==> config.mk <==
export PLATFORM = sky130hd
export DESIGN_NAME = wdg_top
export DESIGN_NICKNAME = d
export VERILOG_FILES = /design/src/rtl/wdg_pkg.sv /design/src/rtl/wdg_prescale.sv /design/src/rtl/wdg_permit.sv /design/src/rtl/wdg_counter.sv /design/src/rtl/wdg_cause.sv /design/src/rtl/wdg_top.sv
export SDC_FILE = /design/constraint.sdc
export NUM_CORES = 1
export LEC_CHECK = 0
export BUFFER_PORTS_ARGS = -buffer_cell sky130_fd_sc_hd__buf_2
export CAP_MARGIN = 20
export CORE_AREA = 2 2 58 60
export DETAILED_ROUTE_END_ITERATION = 10
export DIE_AREA = 0 0 60 62
export PLACE_DENSITY = 0.73
export SLEW_MARGIN = 20
export SYNTH_ARGS = -nofsm -noshare
export SYNTH_HDL_FRONTEND = slang
export SYNTH_SLANG_ARGS = --single-unit
==> constraint.sdc <==
create_clock -name clk -period 2.3 [get_ports clk]
set_clock_uncertainty 0.1 [all_clocks]
set_input_delay 0.115 -clock clk [delete_from_list [all_inputs] [get_ports clk]]
set_output_delay 0.115 -clock clk [all_outputs]
set_load 0.01 [all_outputs]
==> src/rtl/wdg_pkg.sv <==
package wdg_pkg;

  typedef enum logic [1:0] {
    WDG_IDLE = 2'd0,
    WDG_RUN  = 2'd1,
    WDG_OFF  = 2'd2
  } wdg_phase_e;

  // Counter value produced by a reload: reload value shifted above a zero field.
  function automatic logic [31:0] wdg_seed(input logic [31:0] rl, input int low_w);
    return rl << low_w;
  endfunction

  // True when the counter sits at its last value before wrapping.
  function automatic logic wdg_at_top(input logic [31:0] cnt, input int cnt_w);
    logic [31:0] top;
    top = (cnt_w >= 32) ? 32'hFFFF_FFFF : ((32'd1 << cnt_w) - 32'd1);
    return cnt == top;
  endfunction

endpackage

==> src/rtl/wdg_prescale.sv <==
module wdg_prescale #(
  parameter int DIV = 2
) (
  input  logic clk,
  input  logic rst_n,
  input  logic run,
  input  logic clear,
  output logic tick
);

  localparam int PW = (DIV > 1) ? $clog2(DIV) : 1;

  generate
    if (DIV <= 1) begin : g_direct
      assign tick = run;
    end else begin : g_div
      logic [PW-1:0] ph_q;
      logic          last_ph;

      assign last_ph = (ph_q == PW'(DIV - 1));

      always_ff @(posedge clk or negedge rst_n) begin
        if (!rst_n) begin
          ph_q <= '0;
        end else if (!run || clear || last_ph) begin
          ph_q <= '0;
        end else begin
          ph_q <= ph_q + 1'b1;
        end
      end

      assign tick = run && last_ph;

      // ticks never come on back-to-back edges
      assert_half_rate_R2: assert property (@(posedge clk) disable iff (!rst_n)
        tick |=> !tick);
    end
  endgenerate

endmodule

==> src/rtl/wdg_permit.sv <==
module wdg_permit
  import wdg_pkg::*;
(
  input  logic clk,
  input  logic rst_n,
  input  logic int_done,
  input  logic svc_stb,
  input  logic einit_stb,
  input  logic dis_stb,
  input  logic fire,
  output logic started,
  output logic disabled,
  output logic window_open,
  output logic svc_ok,
  output logic run
);

  wdg_phase_e phase_q;
  logic       win_q;
  logic       close_win;

  assign started     = (phase_q != WDG_IDLE);
  assign disabled    = (phase_q == WDG_OFF);
  assign run         = (phase_q == WDG_RUN);
  assign window_open = win_q;
  assign svc_ok      = svc_stb && started;
  assign close_win   = (svc_stb || einit_stb) && started;

  always_ff @(posedge clk or negedge rst_n) begin
    if (!rst_n) begin
      phase_q <= WDG_IDLE;
      win_q   <= 1'b1;
    end else if (fire) begin
      phase_q <= WDG_IDLE;
      win_q   <= 1'b1;
    end else begin
      case (phase_q)
        WDG_IDLE: begin
          if (int_done) phase_q <= WDG_RUN;
        end
        WDG_RUN: begin
          if (close_win) begin
            win_q <= 1'b0;
          end else if (dis_stb && win_q) begin
            phase_q <= WDG_OFF;
          end
        end
        WDG_OFF: begin
          if (close_win) win_q <= 1'b0;
        end
        default: phase_q <= WDG_IDLE;
      endcase
    end
  end

  // with the window shut, disable leaves a running block running
  assert_shut_window_R9: assert property (@(posedge clk) disable iff (!rst_n)
    (run && !win_q && dis_stb && !fire) |=> run);

  // disable coinciding with service or end-of-init is ignored
  assert_cmd_clash_R10: assert property (@(posedge clk) disable iff (!rst_n)
    (run && dis_stb && (svc_stb || einit_stb)) |=> !disabled);

  // a disabled block stays disabled until a reset
  assert_stay_off_R8: assert property (@(posedge clk) disable iff (!rst_n)
    disabled |=> disabled);

endmodule

==> src/rtl/wdg_counter.sv <==
module wdg_counter
  import wdg_pkg::*;
#(
  parameter int CNT_W = 16,
  parameter int RL_W  = 8
) (
  input  logic             clk,
  input  logic             rst_n,
  input  logic             tick,
  input  logic             run,
  input  logic             svc_ok,
  input  logic             reload_we,
  input  logic [RL_W-1:0]  reload_val,
  output logic [CNT_W-1:0] count,
  output logic             wrap,
  output logic             fire
);

  localparam int LOW_W = CNT_W - RL_W;

  logic [CNT_W-1:0] cnt_q;
  logic [RL_W-1:0]  rl_q;
  logic [CNT_W-1:0] seed_val;

  assign seed_val = CNT_W'(wdg_seed(32'(rl_q), LOW_W));
  assign wrap     = tick && wdg_at_top(32'(cnt_q), CNT_W);
  assign fire     = wrap && !svc_ok;
  assign count    = cnt_q;

  always_ff @(posedge clk or negedge rst_n) begin
    if (!rst_n) begin
      cnt_q <= '0;
      rl_q  <= '0;
    end else if (fire) begin
      cnt_q <= '0;
      rl_q  <= '0;
    end else begin
      if (reload_we) rl_q <= reload_val;
      if (svc_ok) begin
        cnt_q <= seed_val;
      end else if (tick) begin
        cnt_q <= cnt_q + 1'b1;
      end
    end
  end

  // no advance while idle or disabled unless a service reloads
  assert_hold_when_stopped_R1: assert property (@(posedge clk) disable iff (!rst_n)
    (!run && !svc_ok) |=> $stable(count));

  // a reload write alone never moves the count
  assert_write_no_touch_R7: assert property (@(posedge clk) disable iff (!rst_n)
    (reload_we && !tick && !svc_ok) |=> $stable(count));

  // service loads the previously held reload value
  assert_svc_seed_R6: assert property (@(posedge clk) disable iff (!rst_n)
    svc_ok |=> (count == CNT_W'(wdg_seed(32'($past(rl_q)), LOW_W))));

  // overflow leaves the count at zero
  assert_fire_zero_R4: assert property (@(posedge clk) disable iff (!rst_n)
    fire |=> (count == '0));

endmodule

==> src/rtl/wdg_cause.sv <==
module wdg_cause (
  input  logic clk,
  input  logic rst_n,
  input  logic fire,
  input  logic svc_ok,
  output logic flag
);

  logic flag_q;

  always_ff @(posedge clk or negedge rst_n) begin
    if (!rst_n) begin
      flag_q <= 1'b0;
    end else if (fire) begin
      flag_q <= 1'b1;
    end else if (svc_ok) begin
      flag_q <= 1'b0;
    end
  end

  assign flag = flag_q;

  // only service or external reset drop the flag
  assert_flag_sticky_R5: assert property (@(posedge clk) disable iff (!rst_n)
    (flag_q && !svc_ok) |=> flag_q);

endmodule

==> src/rtl/wdg_top.sv <==
module wdg_top #(
  parameter int CNT_W = 16,
  parameter int RL_W  = 8,
  parameter int DIV   = 2
) (
  input  logic             clk,
  input  logic             ext_rst_n,
  input  logic             int_done,
  input  logic             svc_stb,
  input  logic             einit_stb,
  input  logic             dis_stb,
  input  logic             reload_we,
  input  logic [RL_W-1:0]  reload_val,
  output logic             rst_req,
  output logic             cause_flag,
  output logic [CNT_W-1:0] count
);

  logic started;
  logic disabled;
  logic window_open;
  logic svc_ok;
  logic run;
  logic tick;
  logic wrap;
  logic fire;
  logic req_q;

  wdg_permit u_permit (
    .clk         (clk),
    .rst_n       (ext_rst_n),
    .int_done    (int_done),
    .svc_stb     (svc_stb),
    .einit_stb   (einit_stb),
    .dis_stb     (dis_stb),
    .fire        (fire),
    .started     (started),
    .disabled    (disabled),
    .window_open (window_open),
    .svc_ok      (svc_ok),
    .run         (run)
  );

  wdg_prescale #(.DIV(DIV)) u_prescale (
    .clk   (clk),
    .rst_n (ext_rst_n),
    .run   (run),
    .clear (svc_ok || fire),
    .tick  (tick)
  );

  wdg_counter #(.CNT_W(CNT_W), .RL_W(RL_W)) u_counter (
    .clk        (clk),
    .rst_n      (ext_rst_n),
    .tick       (tick),
    .run        (run),
    .svc_ok     (svc_ok),
    .reload_we  (reload_we),
    .reload_val (reload_val),
    .count      (count),
    .wrap       (wrap),
    .fire       (fire)
  );

  wdg_cause u_cause (
    .clk    (clk),
    .rst_n  (ext_rst_n),
    .fire   (fire),
    .svc_ok (svc_ok),
    .flag   (cause_flag)
  );

  always_ff @(posedge clk or negedge ext_rst_n) begin
    if (!ext_rst_n) req_q <= 1'b0;
    else            req_q <= fire;
  end

  assign rst_req = req_q;

  // request lasts a single cycle
  assert_req_pulse_R4: assert property (@(posedge clk) disable iff (!ext_rst_n)
    rst_req |=> !rst_req);

  // request always comes with the cause flag
  assert_req_flag_R4: assert property (@(posedge clk) disable iff (!ext_rst_n)
    rst_req |-> cause_flag);

  // after the request the window is open and the block enabled
  assert_req_reopen_R4: assert property (@(posedge clk) disable iff (!ext_rst_n)
    rst_req |-> (window_open && !disabled));

  // accepted service clears the flag
  assert_svc_clear_R5: assert property (@(posedge clk) disable iff (!ext_rst_n)
    svc_ok |=> !cause_flag);

  // a disabled block never requests a reset
  assert_off_quiet_R8: assert property (@(posedge clk) disable iff (!ext_rst_n)
    disabled |=> !rst_req);

  // service on the wrapping tick suppresses the request
  assert_svc_wins_R11: assert property (@(posedge clk) disable iff (!ext_rst_n)
    (wrap && svc_ok) |=> !rst_req);

  // nothing is requested before start
  assert_idle_quiet_R12: assert property (@(posedge clk) disable iff (!ext_rst_n)
    !started |=> !rst_req);

endmodule

==> metrics.md <==
| Metric | Value |
|---|---|
| Fraction of registers with async set/reset | `100%` |
| Number of synthesized register bits | `30` |
| Max frequency | `498 MHz` |
| DR vias | `1264` |
| DRT iter0 DRCs | `56` |
| Final instance count without filler cells | `249` |
| Seq/Total Area, Yosys | `49.8%` |
| Slew @ Worst Pin | `0.659 ns` |
| Top sig layer | `met4` |
| Share of layout cells above drive strength 1 | `24.1%` |
| Remaining Overflow, GRT | `0` |
| Starting Density | `47.5%` |
| First-pass GRT wire length | `5760 um` |
| RSZ-0062 raised after global routing | `no` |
| Hold Crit Class | `in2reg` |
| Overall routing resource usage | `21.3%` |
| Relative slew slack | `56.0%` |
| Crit path DAT | `2.17 ns` |
| Crit path launch type | `flop` |
| Yosys top cell area share | `48.0%` |
| Synthesized Nets | `172` |
| Min cycle time layout | `2.01 ns` |
| Status | `complete, no violations` |
| Max-cap violations | `0` |
| Critical path capture point type | `flop` |
| N_diodes | `0` |
| Area contributors post-synth | `dfrtp_1 (48%), mux2i_1 (6.0%), nor2_1 (5.7%)` |
| DRT Pass-1 Iters | `4` |
| Slew Viols, Final | `0` |
| Clock transition at path regs | `0.09 ns` |
| Site row count | `21` |
| # setup viols final | `0` |
| WHS | `0.107 ns` |
| Die extent in y | `62 um` |
| Clk buf depth | `2` |
| Post-CTS setup buffers | `0` |
| Most common cell in the netlist | `dfrtp_1` |
| Initial antenna violation count | `0` |
| Worst EP required | `2.46 ns` |
| Met1 WL | `1430 um` |
| Final net count | `222` |
| Routed wire length | `3350 um` |
| Number of buffers created by CTS | `5` |
| Clk_lat worst skew | `0.34 ns` |
| Number of global-route vias before repair | `1309` |
| Synth cell types | `34` |
| Ys Warns | `0` |
| Core area | `3180 um^2` |
| Syn_area_per_cell | `9.88 um^2` |
| Max VDD drop | `0.425 mV` |
| WL met2 | `1700 um` |
| H-tree levels | `2` |
| Hpwl dp | `2370 um` |
| Leakage | `0.948 nW` |
| Pin count of the biggest net entering global routing | `31` |
| Top FF cell, synth | `dfrtp_1` |
| WL met3 | `130 um` |
| EDFF count, synth | `0` |
| Cell total after placement | `231` |
| Cell Pwr Density | `832 nW/um^2` |
| Fin crit share | `87.2%` |
| Synth Instances | `153` |
| Port bufs | `32` |
| Post-route cell area | `1900 um^2` |
| Top-level I/O count | `33` |
| Leading area contributor after synthesis | `dfrtp_1` |
| Antenna viol nets, final | `0` |
| Gpl congestion | `0.835` |
| Drt drc | `0` |
| Full die area | `3720 um^2` |
| Area after DPL | `1740 um^2` |
| Clock sink total | `30` |
| Final Hold Fails | `0` |
| Area Growth Syn to Fin | `25.7%` |
| CTS root buffer | `clkbuf_4` |
| Worst-path fanout max | `6` |
| Setup CP Type | `reg2reg` |
| WL per Instance | `13.4 um` |
| CTS tree | `done` |
| Final design utilization | `59.7%` |
| Synth top cells by count | `dfrtp_1 (29), nor2_1 (23), nand2_1 (19)` |
| Synth Cell Area | `1510 um^2` |
| Via density | `5.08` |
| Die width | `60 um` |
| Final TNS setup | `0 ns` |
==> area by class of cell <==
class | instances | area (um^2)
repair buffers | 45 | 285
multi-input cells | 115 | 734
fillers | 282 | 1280
clock inverters | 2 | 10.0
flip-flops and latches | 30 | 752
well taps | 46 | 57.6
inverters | 6 | 22.5
clock buffers | 5 | 37.5
==> worst paths after layout <==
kind / startpoint / to / slack, ns / depth (start not counted)
max in group asynchronous: ext_rst_n / u_cause.flag / 1.43 / 2
min: reload_we / u_counter.rl_q[2] / 0.11 / 3
min in group asynchronous: ext_rst_n / u_counter.count[6] / 0.23 / 2
max: u_permit.phase_q[1] / u_permit.phase_q[0] / 0.29 / 7
max reg2reg: u_permit.phase_q[1] / u_permit.phase_q[0] / 0.29 / 7
min reg2reg: u_cause.flag / u_cause.flag / 0.39 / 1
==> state kept, by name, summed over array words and instances, names as in the netlist <==
name	cells
rst_req	1
u_cause.flag	1
u_counter.count	16
u_counter.rl_q	8
u_permit.phase_q	2
u_permit.window_open	1
u_prescale.g_div.last_ph	1
==> timing repair <==
| item | in CTS | in global routing |
|---|---|---|
| endpoints found under the hold margin | 38 | 0 |
| gates resized for setup | 0 | 1 |
| endpoints found under the setup margin | 0 | 9 |
| hold buffers | 11 | 0 |
==> layer usage <==
layer	GRT usage, %	vias to the layer above
met4	11.4	0
met2	34.9	29
li1	-	621
met3	4.97	8
met1	26.2	606
met5	0	-
==> where the power goes <==
| group | internal (mW) | total [mW] | switching [mW] |
|---|---|---|---|
| clock | 0.109 | 0.291 | 0.182 |
| combinational | 0.219 | 0.525 | 0.306 |
| sequential | 0.640 | 0.764 | 0.124 |
==> per-stage QoR <==
| stage | power (mW) | setup WS (ns) |
|---|---|---|
| CTS | 1.59 | 0.0611 |
| finish | 1.58 | 0.293 |
| global route | 1.69 | 0.0791 |
| detailed placement | 1.27 | 0.122 |
| floorplan | 1.07 | 0.399 |
| global placement | 1.25 | 0.250 |
==> layout by cell type, fill, tap and decap left out <==
cell type / instances
a211oi_1: 1
a21o_1: 1
a21oi_1: 4
a31oi_1: 2
and2_1: 1
and3_1: 1
and3_2: 1
buf_2: 32
buf_4: 2
clkbuf_4: 5
clkinv_2: 2
dfrtp_1: 29
dfstp_2: 1
dlygate4sd3_1: 11
ha_1: 4
inv_1: 6
mux2i_1: 9
nand2_1: 19
nand2_2: 1
nand2_4: 1
nand3_1: 8
nand4_1: 4
nand4_2: 1
nand4_4: 1
nor2_1: 23
nor2_4: 1
nor2b_1: 1
nor3_1: 2
nor3b_1: 1
nor4_1: 1
nor4_4: 1
o21a_1: 2
o21ai_0: 7
o21ai_1: 1
o22a_1: 1
or3_1: 2
xnor2_1: 5
xor2_1: 8
==> critical path, cell delays in order (launching register included) <==
cell and delay (ns):
dfrtp_1 0.41, inv_1 0.10, ha_1 0.26, nand4_2 0.16, nor4_4 0.35, nand4_1 0.21
nand3_1 0.16, mux2i_1 0.19
==> kinds of logic after synthesis <==
logic type	after synthesis	synth area share, %
xor+xnor	13	7.53
flops	30	49.8
mux	9	5.96
fa+ha+maj	4	3.31
simple gates	70	24.1
compound gates	19	7.37
buf+inv	8	1.99
(Power assumes the default switching activity.)
